## src/rtl/pcm_buf_pkg.sv

```systemverilog
package pcm_buf_pkg;

  // Bit slots inside one direction's six-bit status group
  localparam int SLOT_EMPTY  = 0;
  localparam int SLOT_AEMPTY = 1;
  localparam int SLOT_FULL   = 2;
  localparam int SLOT_AFULL  = 3;
  localparam int SLOT_UNDER  = 4;
  localparam int SLOT_OVER   = 5;
  localparam int SLOTS_PER_DIR = 6;

  // Level flags in slot order: empty, almost empty, full, almost full
  function automatic logic [3:0] level_flags(input int unsigned cnt,
                                             input int unsigned depth,
                                             input int unsigned ae_lvl,
                                             input int unsigned af_lvl);
    logic [3:0] f;
    f[SLOT_EMPTY]  = (cnt == 0);
    f[SLOT_AEMPTY] = (cnt <= ae_lvl);
    f[SLOT_FULL]   = (cnt == depth);
    f[SLOT_AFULL]  = (cnt >= af_lvl);
    return f;
  endfunction

  // Playback wants data while at or below its threshold
  function automatic logic drain_side_wants(input int unsigned cnt, input int unsigned thr);
    return cnt <= thr;
  endfunction

  // Capture wants service while at or above its threshold
  function automatic logic fill_side_wants(input int unsigned cnt, input int unsigned thr);
    return cnt >= thr;
  endfunction

endpackage

```

## src/rtl/pcm_sample_fifo.sv

```systemverilog
module pcm_sample_fifo #(
  parameter int DW    = 16,
  parameter int DEPTH = 32,
  localparam int PTR_W = (DEPTH > 1) ? $clog2(DEPTH) : 1,
  localparam int CNT_W = $clog2(DEPTH + 1)
) (
  input  logic             clk,
  input  logic             rst_n,
  input  logic             enable,
  input  logic             push,
  input  logic [DW-1:0]    push_data,
  input  logic             pop,
  output logic [DW-1:0]    head,
  output logic [CNT_W-1:0] count,
  output logic             push_drop,
  output logic             pop_starve
);

  logic [DW-1:0]    mem [DEPTH];
  logic [PTR_W-1:0] wr_ptr, rd_ptr;
  logic [CNT_W-1:0] cnt_q;
  logic             is_empty, is_full, push_ok, pop_ok;

  function automatic logic [PTR_W-1:0] bump(input logic [PTR_W-1:0] p);
    return (p == PTR_W'(DEPTH - 1)) ? '0 : p + PTR_W'(1);
  endfunction

  assign is_empty   = (cnt_q == '0);
  assign is_full    = (cnt_q == CNT_W'(DEPTH));
  assign push_ok    = enable && push && !is_full;
  assign pop_ok     = enable && pop && !is_empty;
  assign push_drop  = enable && push && is_full;
  assign pop_starve = enable && pop && is_empty;

  always_ff @(posedge clk) begin
    if (push_ok) mem[wr_ptr] <= push_data;
  end

  always_ff @(posedge clk) begin
    if (!rst_n || !enable) begin
      wr_ptr <= '0;
      rd_ptr <= '0;
      cnt_q  <= '0;
    end else begin
      if (push_ok) wr_ptr <= bump(wr_ptr);
      if (pop_ok)  rd_ptr <= bump(rd_ptr);
      case ({push_ok, pop_ok})
        2'b10:   cnt_q <= cnt_q + CNT_W'(1);
        2'b01:   cnt_q <= cnt_q - CNT_W'(1);
        default: cnt_q <= cnt_q;
      endcase
    end
  end

  assign head  = mem[rd_ptr];
  assign count = cnt_q;

  // occupancy never exceeds the depth
  a_r2_count_bound: assert property (@(posedge clk) disable iff (!rst_n)
    32'(count) <= DEPTH);

  // a lone accepted push grows the count by one
  a_r2_push_grows: assert property (@(posedge clk) disable iff (!rst_n)
    (push_ok && !pop_ok) |=> count == $past(count) + CNT_W'(1));

  // a dropped push leaves the occupancy alone
  a_r8_drop_holds: assert property (@(posedge clk) disable iff (!rst_n)
    (push_drop && !pop_ok) |=> count == $past(count));

  // a disabled queue is empty at the next edge
  a_r12_flush: assert property (@(posedge clk) disable iff (!rst_n)
    !enable |=> count == '0);

endmodule

```

## src/rtl/pcm_event_status.sv

```systemverilog
module pcm_event_status #(
  parameter int N = 12
) (
  input  logic         clk,
  input  logic         rst_n,
  input  logic [N-1:0] set_vec,
  input  logic [N-1:0] clr_vec,
  input  logic [N-1:0] mask,
  input  logic         glb_en,
  output logic [N-1:0] status,
  output logic         irq
);

  logic [N-1:0] stat_q;

  always_ff @(posedge clk) begin
    if (!rst_n) stat_q <= '0;
    else        stat_q <= (stat_q & ~clr_vec) | set_vec;
  end

  assign status = stat_q;
  assign irq    = glb_en && |(stat_q & mask);

  for (genvar i = 0; i < N; i++) begin : g_bit
    // a set bit stays set unless cleared
    a_r10_sticky: assert property (@(posedge clk) disable iff (!rst_n)
      (status[i] && !clr_vec[i]) |=> status[i]);
    // a present condition wins over a clear
    a_r10_set_wins: assert property (@(posedge clk) disable iff (!rst_n)
      set_vec[i] |=> status[i]);
  end

  // no interrupt without the global enable
  a_r11_irq_gated: assert property (@(posedge clk) disable iff (!rst_n)
    irq |-> glb_en);

endmodule

```

## src/rtl/pcm_sample_buffer.sv

```systemverilog
module pcm_sample_buffer
  import pcm_buf_pkg::*;
#(
  parameter int DW     = 16,
  parameter int DEPTH  = 32,
  parameter int AE_LVL = 4,
  parameter int AF_LVL = 28,
  parameter int THR_W  = 6,
  localparam int CNT_W = $clog2(DEPTH + 1),
  localparam int NST   = 2 * SLOTS_PER_DIR
) (
  input  logic             clk,
  input  logic             rst_n,
  input  logic             tx_en,
  input  logic             rx_en,
  input  logic             tx_dma_en,
  input  logic             rx_dma_en,
  input  logic [THR_W-1:0] tx_thresh,
  input  logic [THR_W-1:0] rx_thresh,
  input  logic             irq_en,
  input  logic [NST-1:0]   irq_mask,
  input  logic [NST-1:0]   flag_clr,
  input  logic             host_wr,
  input  logic [DW-1:0]    host_wdata,
  input  logic             host_rd,
  output logic [DW:0]      host_rdata,
  input  logic             ser_pop,
  output logic [DW-1:0]    ser_tx_data,
  input  logic             ser_push,
  input  logic [DW-1:0]    ser_rx_data,
  output logic [CNT_W-1:0] tx_count,
  output logic [CNT_W-1:0] rx_count,
  output logic [3:0]       tx_level,
  output logic [3:0]       rx_level,
  output logic             tx_dma_req,
  output logic             rx_dma_req,
  output logic [NST-1:0]   status,
  output logic             irq
);

  localparam int TX_BASE = 0;
  localparam int RX_BASE = SLOTS_PER_DIR;

  logic [DW-1:0] tx_head, rx_head;
  logic          tx_over_evt, tx_under_evt, rx_over_evt, rx_under_evt;
  logic [NST-1:0] set_vec;

  pcm_sample_fifo #(.DW(DW), .DEPTH(DEPTH)) u_tx_q (
    .clk(clk), .rst_n(rst_n), .enable(tx_en),
    .push(host_wr), .push_data(host_wdata), .pop(ser_pop),
    .head(tx_head), .count(tx_count),
    .push_drop(tx_over_evt), .pop_starve(tx_under_evt));

  pcm_sample_fifo #(.DW(DW), .DEPTH(DEPTH)) u_rx_q (
    .clk(clk), .rst_n(rst_n), .enable(rx_en),
    .push(ser_push), .push_data(ser_rx_data), .pop(host_rd),
    .head(rx_head), .count(rx_count),
    .push_drop(rx_over_evt), .pop_starve(rx_under_evt));

  assign tx_level = level_flags(32'(tx_count), DEPTH, AE_LVL, AF_LVL);
  assign rx_level = level_flags(32'(rx_count), DEPTH, AE_LVL, AF_LVL);

  assign tx_dma_req = tx_en && tx_dma_en && drain_side_wants(32'(tx_count), 32'(tx_thresh));
  assign rx_dma_req = rx_en && rx_dma_en && fill_side_wants(32'(rx_count), 32'(rx_thresh));

  assign ser_tx_data = tx_level[SLOT_EMPTY] ? '0 : tx_head;
  assign host_rdata  = rx_level[SLOT_EMPTY] ? '0 : {1'b1, rx_head};

  // Status group per direction, gated by that direction's enable
  always_comb begin
    set_vec = '0;
    if (tx_en) begin
      set_vec[TX_BASE + SLOT_EMPTY]  = tx_level[SLOT_EMPTY];
      set_vec[TX_BASE + SLOT_AEMPTY] = tx_level[SLOT_AEMPTY];
      set_vec[TX_BASE + SLOT_FULL]   = tx_level[SLOT_FULL];
      set_vec[TX_BASE + SLOT_AFULL]  = tx_level[SLOT_AFULL];
      set_vec[TX_BASE + SLOT_UNDER]  = tx_under_evt;
      set_vec[TX_BASE + SLOT_OVER]   = tx_over_evt;
    end
    if (rx_en) begin
      set_vec[RX_BASE + SLOT_EMPTY]  = rx_level[SLOT_EMPTY];
      set_vec[RX_BASE + SLOT_AEMPTY] = rx_level[SLOT_AEMPTY];
      set_vec[RX_BASE + SLOT_FULL]   = rx_level[SLOT_FULL];
      set_vec[RX_BASE + SLOT_AFULL]  = rx_level[SLOT_AFULL];
      set_vec[RX_BASE + SLOT_UNDER]  = rx_under_evt;
      set_vec[RX_BASE + SLOT_OVER]   = rx_over_evt;
    end
  end

  pcm_event_status #(.N(NST)) u_stat (
    .clk(clk), .rst_n(rst_n), .set_vec(set_vec), .clr_vec(flag_clr),
    .mask(irq_mask), .glb_en(irq_en), .status(status), .irq(irq));

  // playback request only at or below its threshold
  a_r4_tx_req_level: assert property (@(posedge clk) disable iff (!rst_n)
    tx_dma_req |-> 32'(tx_count) <= 32'(tx_thresh));

  // capture request only at or above its threshold
  a_r5_rx_req_level: assert property (@(posedge clk) disable iff (!rst_n)
    rx_dma_req |-> 32'(rx_count) >= 32'(rx_thresh));

  // a valid read word implies a non-empty capture queue
  a_r6_valid_has_data: assert property (@(posedge clk) disable iff (!rst_n)
    host_rdata[DW] |-> rx_count != '0);

  // an underrun pop sends silence and flags it
  a_r7_underrun: assert property (@(posedge clk) disable iff (!rst_n)
    (tx_en && ser_pop && tx_count == '0) |-> ser_tx_data == '0 ##1 status[TX_BASE + SLOT_UNDER]);

  // an overrun push keeps the queue full and flags it
  a_r8_overrun: assert property (@(posedge clk) disable iff (!rst_n)
    (rx_en && ser_push && !host_rd && rx_count == CNT_W'(DEPTH)) |=>
      (rx_count == CNT_W'(DEPTH) && status[RX_BASE + SLOT_OVER]));

  // a disabled direction never requests DMA
  a_r12_no_req_off: assert property (@(posedge clk) disable iff (!rst_n)
    (!tx_en |-> !tx_dma_req) and (!rx_en |-> !rx_dma_req));

endmodule

```

## config.mk

```make
export PLATFORM = sky130hd
export DESIGN_NAME = pcm_sample_buffer
export DESIGN_NICKNAME = d
export VERILOG_FILES = /design/src/rtl/pcm_buf_pkg.sv /design/src/rtl/pcm_sample_fifo.sv /design/src/rtl/pcm_event_status.sv /design/src/rtl/pcm_sample_buffer.sv
export SDC_FILE = /design/constraint.sdc
export NUM_CORES = 1
export LEC_CHECK = 0
export BUFFER_PORTS_ARGS = -buffer_cell sky130_fd_sc_hd__buf_2
export CORE_UTILIZATION = 43
export CTS_CLUSTER_SIZE = 24
export DETAILED_ROUTE_END_ITERATION = 12
export PLACE_DENSITY = 0.6
export REMOVE_ABC_BUFFERS = 1
export SYNTH_ARGS = -nofsm -noshare
export SYNTH_HDL_FRONTEND = slang
export SYNTH_SLANG_ARGS = --single-unit
```

## constraint.sdc

```tcl
create_clock -name clk -period 3.8 [get_ports clk]
set_input_delay 0.76 -clock clk [delete_from_list [all_inputs] [get_ports clk]]
set_output_delay 0.76 -clock clk [all_outputs]
set_load 0.02 [all_outputs]
```

==> metrics.txt <==
via count 20.9k; synthesized area 0.0425 mm^2; die width 316 um; synthesis warning total 0; share of cells above drive strength 1 35.2%; final setup TNS 0 ps; Final Hold Vio Count 0; clock share of power 43.0%; initial antenna violation count 3; register area share after synthesis 74.9%; routed wire length 97300 um; Top FF cell, synth edfxtp_1; CTS root buf clkbuf_16; DP Area 0.0454 mm^2; RePlAce Congestion 0.774; htree depth 3; CTS tree done; Post-synth ARST share 0%; worst-path cell chain buf_12, buf_12, buf_16, mux4_2, mux4_2, inv_2, o22ai_2, buf_6; die area 0.100 mm^2; # IOs 147; core area 0.0973 mm^2; maximum buffer depth of the clock tree 3; P_sw 0.00477 W; status finished clean; worst-case reg-to-reg path depth 13; Final Total Pwr 0.0238 W; DP Worst Slack 469 ps; min Tclk post-route 3730 ps; Cell variety after synth 62; # DRC 0; initial core utilization 43.7%; Worst Tran Pin Value 832 ps; Power Density 480 mW/mm^2; antenna-violating nets left 0; slew margin rel. 44.5%; die height 316 um; CP top delay family multiplexers; most frequent cells in the layout 1024 x edfxtp_1, 320 x mux4_2, 136 x buf_2, 114 x clkbuf_16, 113 x buf_4; max_cap viols 0; global-route wire length before repair 142000 um; Hold Path Cell Cnt 4; startpoint types flip-flop; Peak supply drop 0.354 mV; CP peak stage delay 560 ps; Mapped Avg Cell Area 21.1 um^2; Tightest Hold Check Type in -> reg; Finished Core Util 51.0%; final max-slew violation count 0; fmax 0.268 GHz; Yosys reg bits 1078; total CTS buffers 108; port bufs 146; Layout area overhead 16.7%; Worst EP required 3040 ps; Worst Setup Slack, final 72.7 ps; crit path kind reg -> out; combinational cell fraction of total power 2.2%; hold endpoint u_stat.status[8]$_SDFF_PN0_; Clock Latency Late Sink 690 ps; post-detail-place hpwl 55300 um; clk slew on worst S/H paths 60 ps; Power Internal 0.0190 W; worst hold start flag_clr[8]; nets@finish 2420; clock sink total 1078; commonest non-fill, non-tap cell in the layout edfxtp_1; R2R Path Start u_rx_q.count[4]$_SDFFE_PP0P_; Cells after Synth 2015; sw frac 20.0%; fill cell count 7688; Crit path buffers/inverters 5; Leak 15.8 nW; period utilisation layout 98.1%; design area 0.0496 mm^2; Flop pwr share 54.8%; unrepaired setup endpoints after global routing yes; # rows 114; # setup viols final 0; DR iter-0 viols 1800; number of flops mapped to enable cells by yosys 1024; RR Endpoint u_rx_q.count[4]$_SDFFE_PP0P_; CP max-delay cell mux4_2; flop2flop setup slack 600 ps; vias per cell 5.68; critical path peak fanout 9; Critical Path AT 2970 ps; largest net degree at the start of global routing 37; Worst setup EP type output port; Worst Skew 28.6 ps; vias in the first global route 21.4k; drt wl/cell 26.5 um; Congestion Overflow GR 0; drt pass-1 iters 8; GRT Util Overall 19.6%
how the worst max path moves through the flow:
| stage | from | endpoint | slack (ps) | cells past startpoint |
|---|---|---|---|---|
| 3_5_place_dp | tx_en | u_tx_q.count[4]$_SDFFE_PP0P_ | 470 | 12 |
| 2_1_floorplan | flip-flop | host_rdata[10] | -3600 | 4 |
| 4_1_cts | flip-flop | ser_tx_data[11] | -40 | 7 |
| 6_report | flip-flop | ser_tx_data[6] | 70 | 8 |
| 3_3_place_gp | tx_en | u_tx_q.count[4]$_SDFFE_PP0P_ | 450 | 12 |
| 5_1_grt | flip-flop | ser_tx_data[5] | -10 | 8 |
cell usage after synthesis, types with 4 or more instances:
| cell type | number | area [um^2] |
|---|---|---|
| nor4b_1 | 5 | 43.8 |
| and3_1 | 7 | 43.8 |
| a21oi_1 | 43 | 215 |
| o22ai_1 | 34 | 213 |
| inv_1 | 89 | 334 |
| clkbuf_1 | 42 | 158 |
| mux2i_1 | 5 | 50.1 |
| xor2_1 | 4 | 35.0 |
| a31oi_1 | 9 | 56.3 |
| nand3_1 | 14 | 70.1 |
| buf_1 | 15 | 56.3 |
| o21ai_0 | 15 | 75.1 |
| inv_2 | 6 | 22.5 |
| and2_1 | 5 | 31.3 |
| nand2b_1 | 6 | 37.5 |
| xnor2_1 | 6 | 52.6 |
| or4_1 | 6 | 45.0 |
| mux4_2 | 320 | 7210 |
| nand2_1 | 37 | 139 |
| buf_2 | 25 | 125 |
| buf_4 | 19 | 143 |
| nor3_1 | 10 | 50.1 |
| dfxtp_1 | 54 | 1080 |
| ha_1 | 30 | 375 |
| edfxtp_1 | 1024 | 30700 |
| nor2b_1 | 21 | 131 |
| nor2_1 | 100 | 375 |
| buf_6 | 5 | 56.3 |
| nand3b_1 | 8 | 60.1 |
power by group through the flow:
stage | combinational, W | clock, W | sequential, W
floorplan | 0.000185 | 0 | 0.0133
global placement | 0.000477 | 0 | 0.0133
detailed placement | 0.000503 | 0 | 0.0133
CTS | 0.000517 | 0.0104 | 0.0130
global route | 0.000565 | 0.0109 | 0.0130
finish | 0.000519 | 0.0102 | 0.0130
registers in the layout (all words and copies together) (netlist names), named ones only:
register,cells
u_tx_q.wr_ptr,5
u_rx_q.wr_ptr,5
u_tx_q.count,6
u_tx_q.mem,512
u_tx_q.rd_ptr,5
u_rx_q.mem,512
u_rx_q.rd_ptr,5
u_stat.status,12
u_rx_q.count,6
metrics by stage:
stage	hold slack (ps)	std cells
floorplan	463	1909
global placement	476	3434
detailed placement	483	3434
CTS	353	3647
global route	374	3675
finish	392	3677
layer usage:
layer	up-vias	part of all wire [%]	GRT usage (%)
li1	8909	-	-
met1	11200	43	27.9
met2	644	49	31.6
met3	125	5.7	3.30
met4	0	1.9	4.87
met5	-	0	0
tightest hold or removal path: stages:
cell     delay (ps)
buf_2            80
nor2b_1          40
a21oi_1         100
nor2b_1          50
area by class of cell:
| type | count | area (um^2) | share of cell area (%) |
|---|---|---|---|
| sequential | 1078 | 31900 | 64.3 |
| timing repair buffer | 292 | 2460 | 4.96 |
| tap | 1276 | 1600 | 3.22 |
| multi-input combinational | 733 | 9890 | 20.0 |
| antenna | 3 | 7.51 | 0.0151 |
| inverter | 98 | 368 | 0.742 |
| clock buffer | 131 | 2830 | 5.71 |
| clock inverter | 66 | 563 | 1.14 |
kinds of logic (layout without fill, tap and decap cells):
logic type / after synthesis / in the layout / synth area share [%]
buffers and inverters: 204 / 587 / 2.13
AO/OA/AOI/OAI: 132 / 132 / 1.98
adder cells (fa/ha/maj): 30 / 30 / 0.884
other: 0 / 3 / 0
XOR/XNOR: 10 / 10 / 0.206
multiplexers: 326 / 326 / 17.1
AND/OR/NAND/NOR: 235 / 235 / 2.74
flip-flops: 1078 / 1078 / 74.9
timing repair:
item                       4_1_cts  5_1_grt
hold endpoints to repair         0        0
setup buffers                    9       23
setup endpoints to repair       21       18
resized for setup               33       17
hold buffers                     0        0
gates cloned                     7        4
Note: power is estimated with default switching activity, not from simulation.
